File: src/rtl/ldst_slot_pipe.sv
module ldst_slot_pipe #(
  parameter int IDX_W = 4,
  parameter int IMM_W = 12,
  parameter int RA_W  = 5
) (
  input  logic             clk,
  input  logic             rst_n,
  input  logic             in_valid,
  output logic             in_ready,
  input  logic             in_store,
  input  logic [1:0]       in_size,
  input  logic             in_signed,
  input  logic [RA_W-1:0]  in_reg,
  input  logic [RA_W-1:0]  in_base,
  input  logic [IMM_W-1:0] in_imm,
  output logic [RA_W-1:0]  rf_base_addr,
  input  logic [31:0]      rf_base_data,
  output logic             rf_we,
  output logic             rf_re,
  output logic [RA_W-1:0]  rf_addr,
  output logic [31:0]      rf_wdata,
  input  logic [31:0]      rf_rdata
);
  localparam int LINES = 1 << IDX_W;
  localparam int WA_W  = IDX_W + 2;

  function automatic logic [31:0] lane_merge(input logic [31:0] w, input logic [31:0] d,
                                             input logic [1:0] sz, input logic [1:0] off);
    logic [31:0] m;
    m = (sz == 2'd0) ? 32'h0000_00FF : (sz == 2'd1) ? 32'h0000_FFFF : 32'hFFFF_FFFF;
    m = m << {off, 3'b000};
    return (w & ~m) | ((d << {off, 3'b000}) & m);
  endfunction

  function automatic logic [31:0] lane_pick(input logic [31:0] w, input logic [1:0] sz,
                                            input logic [1:0] off, input logic sg);
    logic [31:0] s;
    s = w >> {off, 3'b000};
    case (sz)
      2'd0:    return {{24{sg & s[7]}}, s[7:0]};
      2'd1:    return {{16{sg & s[15]}}, s[15:0]};
      default: return s;
    endcase
  endfunction

  logic [31:0] mem [LINES];

  logic             s1_v, s1_st, s1_sg;
  logic [1:0]       s1_sz;
  logic [RA_W-1:0]  s1_r;
  logic [31:0]      s1_base;
  logic [IMM_W-1:0] s1_imm;

  logic            s2_v, s2_st, s2_sg;
  logic [1:0]      s2_sz;
  logic [RA_W-1:0] s2_r;
  logic [31:0]     s2_a;

  logic            s3_v, s3_st, s3_sg, s3_hit;
  logic [1:0]      s3_sz;
  logic [RA_W-1:0] s3_r;
  logic [WA_W-1:0] s3_wa;

  logic            s4_v, s4_st, s4_hit;
  logic [1:0]      s4_sz;
  logic [RA_W-1:0] s4_r;
  logic [WA_W-1:0] s4_wa;
  logic [31:0]     s4_data;

  logic            s5_v;
  logic [1:0]      s5_sz;
  logic [WA_W-1:0] s5_wa;
  logic [31:0]     s5_data;

  logic [31:0] s5_word, f_base, f_word, ld_val;
  logic        fwd_old, fwd_new;

  assign in_ready     = rst_n;
  assign rf_base_addr = in_base;
  assign rf_we        = s4_v & ~s4_st;
  assign rf_re        = s4_v & s4_st;
  assign rf_addr      = s4_r;
  assign rf_wdata     = s4_data;

  assign s5_word = lane_merge(mem[s5_wa[WA_W-1:2]], s5_data, s5_sz, s5_wa[1:0]);
  assign fwd_old = s5_v && s5_wa[WA_W-1:2] == s3_wa[WA_W-1:2];
  assign fwd_new = s4_v && s4_st && s4_hit && s4_wa[WA_W-1:2] == s3_wa[WA_W-1:2];
  assign f_base  = fwd_old ? s5_word : mem[s3_wa[WA_W-1:2]];
  assign f_word  = fwd_new ? lane_merge(f_base, rf_rdata, s4_sz, s4_wa[1:0]) : f_base;
  assign ld_val  = s3_hit ? lane_pick(f_word, s3_sz, s3_wa[1:0], s3_sg) : 32'd0;

  always_ff @(posedge clk) begin
    if (!rst_n) begin
      s1_v <= 1'b0; s2_v <= 1'b0; s3_v <= 1'b0; s4_v <= 1'b0; s5_v <= 1'b0;
      s1_st <= 1'b0; s1_sg <= 1'b0; s1_sz <= '0; s1_r <= '0; s1_base <= '0; s1_imm <= '0;
      s2_st <= 1'b0; s2_sg <= 1'b0; s2_sz <= '0; s2_r <= '0; s2_a <= '0;
      s3_st <= 1'b0; s3_sg <= 1'b0; s3_hit <= 1'b0; s3_sz <= '0; s3_r <= '0; s3_wa <= '0;
      s4_st <= 1'b0; s4_hit <= 1'b0; s4_sz <= '0; s4_r <= '0; s4_wa <= '0; s4_data <= '0;
      s5_sz <= '0; s5_wa <= '0; s5_data <= '0;
      for (int i = 0; i < LINES; i++) mem[i] <= '0;
    end else begin
      s1_v    <= in_valid & in_ready;
      s1_st   <= in_store;
      s1_sg   <= in_signed;
      s1_sz   <= in_size;
      s1_r    <= in_reg;
      s1_base <= rf_base_data;
      s1_imm  <= in_imm;

      s2_v  <= s1_v;
      s2_st <= s1_st;
      s2_sg <= s1_sg;
      s2_sz <= s1_sz;
      s2_r  <= s1_r;
      s2_a  <= s1_base + {{(32-IMM_W){s1_imm[IMM_W-1]}}, s1_imm};

      s3_v   <= s2_v;
      s3_st  <= s2_st;
      s3_sg  <= s2_sg;
      s3_sz  <= s2_sz;
      s3_r   <= s2_r;
      s3_wa  <= s2_a[WA_W-1:0];
      s3_hit <= s2_a[31:WA_W] == '0;

      s4_v    <= s3_v;
      s4_st   <= s3_st;
      s4_sz   <= s3_sz;
      s4_r    <= s3_r;
      s4_wa   <= s3_wa;
      s4_hit  <= s3_hit;
      s4_data <= ld_val;

      s5_v    <= s4_v & s4_st & s4_hit;
      s5_sz   <= s4_sz;
      s5_wa   <= s4_wa;
      s5_data <= rf_rdata;

      if (s5_v) mem[s5_wa[WA_W-1:2]] <= s5_word;
    end
  end
endmodule


File: config.mk
export PLATFORM = sky130hd
export DESIGN_NAME = ldst_slot_pipe
export DESIGN_NICKNAME = d
export VERILOG_FILES = /design/src/rtl/ldst_slot_pipe.sv
export SDC_FILE = /design/constraint.sdc
export NUM_CORES = 1
export LEC_CHECK = 0
export CORE_MARGIN = 8
export CORE_UTILIZATION = 43
export DETAILED_ROUTE_END_ITERATION = 12
export PLACE_DENSITY = 0.58
export SETUP_SLACK_MARGIN = 0.2
export SYNTH_ARGS = -nofsm -noshare
export SYNTH_HDL_FRONTEND = slang
export SYNTH_SLANG_ARGS = --single-unit
export TNS_END_PERCENT = 1
File: constraint.sdc
create_clock -name clk -period 3.92 [get_ports clk]
set_input_delay 0.784 -clock clk [delete_from_list [all_inputs] [get_ports clk]]
set_output_delay 0.784 -clock clk [all_outputs]
set_load 0.02 [all_outputs]
==> impl_summary.txt, run 1 <==
----------------------------------------------------
[Detailed routing]
  DRC violation count after routing ... 0
  Number of detailed-route iterations in the first pass ... 7
  Count of nets left with antenna violations after detail routing ... 0
  Total wire length after detailed routing ... about 120,000 um
  DR vias/cell ... approximately 6.2
  Total number of vias ... 24,366
  Number of DRC violations after detailed-routing iteration 0 ... ~2,800
  Wirelength per Cell ... between 20 and 30 um

[Worst setup path]
  Slack of the worst reg-to-reg path ... just over 0.5 ns
  CP Launch Type ... register
  Worst Path Max Fanout ... 20
  Crit path capture ... rf_wdata[2]$_SDFF_PN0_
  Element type at the critical path end ... register
  Launching element of the worst setup path ... s5_wa[2]$_SDFF_PN0_
  Reg-to-reg startpoint ... s5_wa[2]$_SDFF_PN0_
  Reg-to-reg endpoint ... rf_wdata[2]$_SDFF_PN0_
  Worst Path Class, Setup ... register to register
  Data arrival time of the worst path ... between 3 and 4 ns
  Number of cells on the worst reg-to-reg path ... 10
  Required time of the worst setup path ... roughly 4.4 ns

[Synth]
  Biggest area consumer among synthesized cells ... sky130_fd_sc_hd__edfxtp_1
  Sequential fraction of the synthesis area ... 55.1%
  Post-synth ARST share ... 0%
  Top-area cell type share of the netlist area ... between 40% and 50%
  Post-synthesis area per instance ... roughly 13 um^2
  Compound-Gate Fraction of Synth Area ... 5.64%
  Post-Syn Instances ... roughly 2,700
  Post-synthesis xor/xnor area fraction ... less than 1%
  Flops & latches, synth ... 714
  Netlist Area Pre-Place ... approximately 35,000 um^2
  Number of nets produced by synthesis ... between 2,000 and 3,000
  Number of synthesis warnings ... 0
  Post-Synth Simple-Gate Area ... about 12%
  Dominant register cell in the synthesized netlist ... sky130_fd_sc_hd__edfxtp_1
  Cell variety after synth ... 75
  Multiplexer share of the synthesized area ... between 20 and 25%
  Adder-Cell Fraction of Synth Area ... approximately 1.2%
  Main combinational cell family by area after synthesis ... multiplexers
  Count of flip-flops with a built-in enable after synthesis ... 512
  Synth top area cells ... sky130_fd_sc_hd__edfxtp_1 (44%), sky130_fd_sc_hd__mux4_2 (19%), sky130_fd_sc_hd__dfxtp_1 (11%), sky130_fd_sc_hd__nor2_1 (6.2%), sky130_fd_sc_hd__and2_1 (2.7%)

[Final layout]
  Antenna diode count ... 0
  Layout cells sized above 1 ... between 20% and 30%
  Most frequent cells in the layout ... sky130_fd_sc_hd__nor2_1 (580), sky130_fd_sc_hd__edfxtp_1 (512), sky130_fd_sc_hd__mux4_2 (305)
  Net total in the final layout ... ~2,900
  Most frequent standard cell in the layout excluding fill and tap cells ... sky130_fd_sc_hd__nor2_1
  Layout Area Growth over Synthesis ... 15.5%
  Post-Layout Inst Area ... 40,700 um^2

[STA]
  Worst relative slew slack ... around 33%
  Setup TNS after final layout ... 0 ns
  Setup repair after global routing missed its margin ... false
  Slew @ Worst Pin ... just over 1 ns
  Total of endpoints with negative setup slack in the final report ... 0
  Final worst-path cycle share ... 87.1%
  Fin worst setup slack ... about 0.51 ns
  Achievable clock frequency ... approximately 0.29 GHz
  Worst Skew ... around 0.019 ns
  Worst Hold Slack ... about 0.43 ns
  Fin. Hold Viols ... 0
  Fin crit period ... roughly 3.4 ns
  Final Max Slew Viols ... 0

[Clocking]
  Post-CTS Resized ... 0
  Clock buffer depth ... 3
  CTS tree ... built
  Clock-pin slew reported for the worst setup and hold paths after clock tree synthesis ... 0.06 ns
  Sink count of the clock tree ... just over 700
  CTS Hold Buffers Added ... 0
  Number of CTS-inserted buffers ... 79
  Level count of the clock H-tree ... 3
  Root buffer cell ... sky130_fd_sc_hd__clkbuf_16
  Worst skew pair latency ... between 0.6 and 0.7 ns
  Number of setup buffers added after CTS ... 0

[Floorplanning]
  Initial cell density of the core ... a little over two fifths
  Site Rows ... around 110
  Area of the placeable core ... roughly 82,000 um^2
  Io pins ... around 140
  Area enclosed by the die boundary ... around 91,000 um^2
  Horizontal die dimension ... just over 300 um
  Overall die height ... 302 um

[Placed design]
  Final RePlAce weighted congestion ... between 0.9 and 1
  Total cell area at the placement stage ... approximately 38,000 um^2
  Minimum setup slack after placement ... 0.505 ns
  Post-DP HPWL ... about 74,000 um
  Port buffer count ... ~130

[Flow run]
  Maximum capacitance violations ... 0

[Global route]
  Total congestion overflow ... 0
  Global-route usage over all layers ... about a quarter
  Vias in the first global route ... around 24,000
  Wire length of the first global-routing pass ... between 150,000 and 200,000 um
  Initial antenna violation count ... 1
  Pin count of the biggest net entering global routing ... 69

[Hold path]
  Type of the most critical hold path ... register to register

[Status]
  Outcome ... completed

[Power and ir drop]
  Power per cell area ... between 400 and 500 nW/um^2
  Leakage Power ... ~0.014 uW
  Total design power ... approximately 17,000 uW
  Maximum vdd drop ... ~0.32 mV

----------------------------------------------------
==> logic make-up (layout without fill, tap and decap cells) <==
group,after synthesis,count (layout)
AND/OR/NAND/NOR,981,981
flip-flops,714,714
multiplexers,374,374
AO/OA/AOI/OAI,286,286
buffers and inverters,244,431
adder cells (fa/ha/maj),32,32
XOR/XNOR,31,31
==> worst min path at each step <==
stage	start	end	slack (ns)	depth (start not counted)
6_report	s1_sg$_SDFF_PN0_	s2_sg$_SDFF_PN0_	0.43	1
3_3_place_gp	s2_r[1]$_SDFF_PN0_	s3_r[1]$_SDFF_PN0_	0.41	1
3_5_place_dp	s1_r[4]$_SDFF_PN0_	s2_r[4]$_SDFF_PN0_	0.42	1
5_1_grt	s2_r[1]$_SDFF_PN0_	s3_r[1]$_SDFF_PN0_	0.44	1
4_1_cts	s1_sg$_SDFF_PN0_	s2_sg$_SDFF_PN0_	0.43	1
2_1_floorplan	s3_r[0]$_SDFF_PN0_	rf_addr[0]$_SDFF_PN0_	0.41	1
==> area by class of cell <==
cell class / count / area, um^2
fillers: 6927 / 40900
flip-flops and latches: 714 / 19400
multi-input cells: 1704 / 14800
repair buffers: 277 / 2610
clock buffers: 110 / 2170
well taps: 1070 / 1340
clock inverters: 33 / 295
inverters: 11 / 41.3
==> registers in the layout, summed over array words and instances (netlist names), 6 cells and up <==
signal	count
s3_wa	6
s1_imm	12
s5_data	32
s5_wa	6
rf_wdata	32
s4_wa	6
mem	512
s2_a	32
s1_base	32
==> cell usage after synthesis (8+ instances only) <==
library cell / n
sky130_fd_sc_hd__xnor2_1: 13
sky130_fd_sc_hd__buf_1: 16
sky130_fd_sc_hd__inv_1: 11
sky130_fd_sc_hd__a21oi_2: 11
sky130_fd_sc_hd__nor3_1: 23
sky130_fd_sc_hd__clkbuf_1: 144
sky130_fd_sc_hd__a211oi_1: 43
sky130_fd_sc_hd__nor2_1: 580
sky130_fd_sc_hd__nor2b_1: 28
sky130_fd_sc_hd__nand2_1: 121
sky130_fd_sc_hd__a21oi_1: 54
sky130_fd_sc_hd__dfxtp_1: 202
sky130_fd_sc_hd__a21o_1: 16
sky130_fd_sc_hd__a22oi_1: 23
sky130_fd_sc_hd__mux4_2: 305
sky130_fd_sc_hd__ha_1: 31
sky130_fd_sc_hd__xor2_1: 15
sky130_fd_sc_hd__mux2i_1: 54
sky130_fd_sc_hd__nand3_1: 21
sky130_fd_sc_hd__o21ai_0: 49
sky130_fd_sc_hd__a311oi_2: 8
sky130_fd_sc_hd__buf_4: 27
sky130_fd_sc_hd__edfxtp_1: 512
sky130_fd_sc_hd__o211ai_1: 26
sky130_fd_sc_hd__buf_2: 38
sky130_fd_sc_hd__o21ai_1: 12
sky130_fd_sc_hd__mux2_2: 8
sky130_fd_sc_hd__and2_1: 153
==> critical path, stage by stage (launching register included) <==
cell and delay [ns]:
sky130_fd_sc_hd__dfxtp_4 0.62, sky130_fd_sc_hd__buf_4 0.46, sky130_fd_sc_hd__mux4_2 0.58, sky130_fd_sc_hd__mux4_2 0.52, sky130_fd_sc_hd__o21ai_2 0.17, sky130_fd_sc_hd__nor2_1 0.06
sky130_fd_sc_hd__a21oi_1 0.16, sky130_fd_sc_hd__buf_4 0.19, sky130_fd_sc_hd__o21ai_1 0.10, sky130_fd_sc_hd__a211oi_1 0.27, sky130_fd_sc_hd__a211oi_1 0.09
==> through the flow <==
step,utilization [%],cells
3_5_place_dp,46.9,3776
3_3_place_gp,46.9,3776
6_report,49.9,3919
4_1_cts,49.9,3919
2_1_floorplan,-,2662
5_1_grt,49.9,3919
==> power by group <==
part	total, uW	switching, uW	leakage [uW]	internal [uW]
sequential	8510	173	0.00695	8340
combinational	1810	1030	0.00567	777
clock	7180	3090	0.00120	4090
total	17500	4290	0.0138	13200
==> per-layer routing <==
| layer | GRT usage (%) | wire length (um) |
|---|---|---|
| met2 | 41.6 | 56400 |
| met4 | 10.5 | 5430 |
| met1 | 32.2 | 42600 |
| met3 | 4.89 | 11300 |
| met5 | 0 | 12 |
Power figures use the tool's default switching activity.
==> run 2, diff against run 1 <==
- CORE_UTILIZATION: 43 -> 35
- PLACE_DENSITY: 0.58 -> 0.51
- clock period: 3.92 -> 3.05 ns (I/O delays scaled with it)
==> impl_summary.txt, run 2 (same netlist as run 1, synthesis figures left out) <==
----------------------------------------------------
[Status]
  Outcome ... completed

[Power and ir drop]
  Internal power ... 17,500 uW (+33%)
  Net switching power ... 5620 uW (+31%)
  Maximum vdd drop ... 0.419 mV (+30%)
  Total design power ... 23,100 uW (+32%)
  Switching portion of total power ... 24.3% (-0.24 points)
  Leakage Power ... 0.0148 uW (+7.2%)
  Comb power frac ... 11.3% (+1.0 points)
  Share of total power in the clock network ... 41.6% (+0.6 points)
  Sequential Power Share ... 47.1% (-1.6 points)
  Power per cell area ... 537 nW/um^2 (+25%)

[Global route]
  Pin count of the biggest net entering global routing ... 114 (+65%)
  Initial antenna violation count ... 2 (+1)
  Total congestion overflow ... 0 (unchanged)
  Vias in the first global route ... 25,074 (+2.8%)
  Wire length of the first global-routing pass ... 175,000 um (+4.7%)
  Global-route usage over all layers ... 21.3% (-3.8 points)

[Detailed routing]
  Count of nets left with antenna violations after detail routing ... 0 (unchanged)
  Total number of vias ... 24,499 (+0.55%)
  Number of DRC violations after detailed-routing iteration 0 ... 2,725 (-3.4%)
  DR vias/cell ... 5.73 (-7.8%)
  DRC violation count after routing ... 0 (unchanged)
  Total wire length after detailed routing ... 122,000 um (+5.1%)
  Wirelength per Cell ... 28.4 um (-3.6%)
  Number of detailed-route iterations in the first pass ... 5 (-2)

[Final layout]
  Most frequent standard cell in the layout excluding fill and tap cells ... sky130_fd_sc_hd__nor2_1
  Net total in the final layout ... 3,035 (+4.2%)
  Top register by number of flip-flops ... mem
  Most frequent cells in the layout ... sky130_fd_sc_hd__nor2_1 (579), sky130_fd_sc_hd__edfxtp_1 (512), sky130_fd_sc_hd__mux4_2 (305)
  Number of flip-flops in the largest register ... 512 (unchanged)
  Final instance count without filler cells ... 4,274 (+9.1%)
  Layout cells sized above 1 ... 28.5% (+5.2 points)
  Layout Area Growth over Synthesis ... 22.2%
  Final Util ... 43.1% (-6.8 points)

[STA]
  Total of endpoints with negative setup slack in the final report ... 0 (unchanged)
  Fin. Hold Viols ... 0 (unchanged)
  Worst Skew ... 0.0294 ns (+0.0105 ns)
  Final worst-path cycle share ... 98.1% (+11 points)
  Setup TNS after final layout ... 0 ns (unchanged)
  Fin crit period ... 2.99 ns (-0.423 ns)
  Final Max Slew Viols ... 0 (unchanged)
  Setup repair after global routing missed its margin ... true
  Worst relative slew slack ... 26.8% (-5.9 points)
  Achievable clock frequency ... 0.334 GHz (+14%)
  Slew @ Worst Pin ... 1.10 ns (+0.0883 ns)

[Hold path]
  Launch point of the worst hold path ... rst_n
  Type of the most critical hold path ... primary input to register
  Hold path endpoint ... s2_a[23]$_SDFF_PN0_
  Worst Hold Path Cells ... 3 (+2)

[Floorplanning]
  Area of the placeable core ... 100,000 um^2 (+23%)
  Area enclosed by the die boundary ... 111,000 um^2 (+22%)
  Initial cell density of the core ... 35.2% (-8.0 points)
  Horizontal die dimension ... 333 um (+10%)
  Site Rows ... 116 (+10%)
  Overall die height ... 333 um (+10%)
  Io pins ... 138 (unchanged)

[Clocking]
  Worst skew pair latency ... 0.63 ns (about the same)
  CTS Hold Buffers Added ... 0 (unchanged)
  Clock buffer depth ... 3 (unchanged)
  Root buffer cell ... sky130_fd_sc_hd__clkbuf_16
  Number of CTS-inserted buffers ... 79 (unchanged)
  CTS tree ... built
  Level count of the clock H-tree ... 3 (unchanged)
  Clock-pin slew reported for the worst setup and hold paths after clock tree synthesis ... 0.06 ns (about the same)
  Sink count of the clock tree ... 714 (unchanged)

[Worst setup path]
  Data arrival time of the worst path ... 3.47 ns (-0.40 ns)
  Reg-to-reg endpoint ... rf_wdata[10]$_SDFF_PN0_
  Reg-to-reg startpoint ... s5_wa[2]$_SDFF_PN0_
  Worst Path Max Fanout ... 6 (-70%)
  Required time of the worst setup path ... 3.52 ns (-0.86 ns)
  CP Launch Type ... register
  Number of cells on the worst reg-to-reg path ... 13 (+3)
  Slack of the worst reg-to-reg path ... 0.06 ns (-0.45 ns)
  Element type at the critical path end ... register
  Worst Path Class, Setup ... register to register

[Placed design]
  Final RePlAce weighted congestion ... 0.872 (-5.0%)
  Total instance count after detailed placement ... 4,088 (+8.3%)
  Post-DP HPWL ... 75,700 um (+2.3%)
  Port buffer count ... 127 (unchanged)

[Flow run]
  Maximum capacitance violations ... 0 (unchanged)

----------------------------------------------------
[run 2: changes by cell type in the layout (fill, tap and decap cells not counted), moves of 8 or more]
cell,previous run,this run
sky130_fd_sc_hd__o21ai_0,49,39
sky130_fd_sc_hd__a22oi_2,0,8
sky130_fd_sc_hd__o21ai_2,7,17
sky130_fd_sc_hd__clkbuf_1,23,13
sky130_fd_sc_hd__buf_4,134,205
sky130_fd_sc_hd__buf_12,17,47
sky130_fd_sc_hd__a22oi_1,23,15
sky130_fd_sc_hd__buf_6,0,8
[run 2: repair_timing]
item	4_1_cts	5_1_grt
endpoints found under the setup margin	33	41
hold endpoints to repair	0	0
setup buffers	20	9
cloned	9	1
pin swaps	28	16
gates resized for setup	67	27
[run 2: final cells by class]
cell class	count	area, um^2
multi-input combinational	1705	15200
inverter	11	41.3
clock inverter	46	399
antenna	2	5.00
timing repair buffer	399	4190
tap	1298	1620
fill	9097	56900
clock buffer	99	2180
sequential	714	19400
[run 2: critical path: stages (launching register included)]
cell,delay (ns)
sky130_fd_sc_hd__dfxtp_4,0.41
sky130_fd_sc_hd__buf_12,0.14
sky130_fd_sc_hd__buf_12,0.11
sky130_fd_sc_hd__buf_16,0.13
sky130_fd_sc_hd__buf_4,0.11
sky130_fd_sc_hd__mux4_2,0.50
sky130_fd_sc_hd__mux2_4,0.29
sky130_fd_sc_hd__a311oi_2,0.31
sky130_fd_sc_hd__nor2_1,0.08
sky130_fd_sc_hd__a21oi_2,0.14
sky130_fd_sc_hd__buf_4,0.17
sky130_fd_sc_hd__o21ai_2,0.08
sky130_fd_sc_hd__a22oi_2,0.18
sky130_fd_sc_hd__o211ai_1,0.16
[run 2: layer usage]
layer	vias up	GRT usage (%)	routed length (um)
met5	-	0	0
met4	0	7.85	4680
met3	239	3.50	8930
met2	1117	36.4	60100
met1	12670	27.2	47900
li1	10473	-	-
[run 2: worst max path at each step]
stage | from | to | depth (start not counted)
CTS | s3_wa[2]$_SDFF_PN0_ | rf_wdata[17]$_SDFF_PN0_ | 11
detailed placement | rf_rdata[7] | rf_wdata[14]$_SDFF_PN0_ | 10
floorplan | s5_wa[5]$_SDFF_PN0_ | mem[14][0]$_SDFFCE_PN0P_ | 11
finish | s5_wa[2]$_SDFF_PN0_ | rf_wdata[10]$_SDFF_PN0_ | 13
global route | s5_wa[2]$_SDFF_PN0_ | rf_wdata[19]$_SDFF_PN0_ | 14
global placement | rf_rdata[7] | rf_wdata[14]$_SDFF_PN0_ | 10
[run 2: power groups by stage]
stage / Sequential (uW) / Clock (uW) / Combinational (uW)
global placement: 11100 / 0 / 2430
CTS: 10900 / 9800 / 2580
finish: 10900 / 9620 / 2610
detailed placement: 11100 / 0 / 2450
floorplan: 11000 / 0 / 1450
global route: 10900 / 10100 / 2760
[run 2: metrics by stage]
step / hold WS (ns) / cell area, um^2 / setup slack, ns
after floorplan: 0.412 / 35300 / 0.0657
after global placement: 0.413 / 39500 / -0.117
after detailed placement: 0.419 / 39500 / -0.128
after CTS: 0.346 / 42800 / 0.100
after global routing: 0.375 / 43000 / -0.00889
final: 0.384 / 43100 / 0.0584
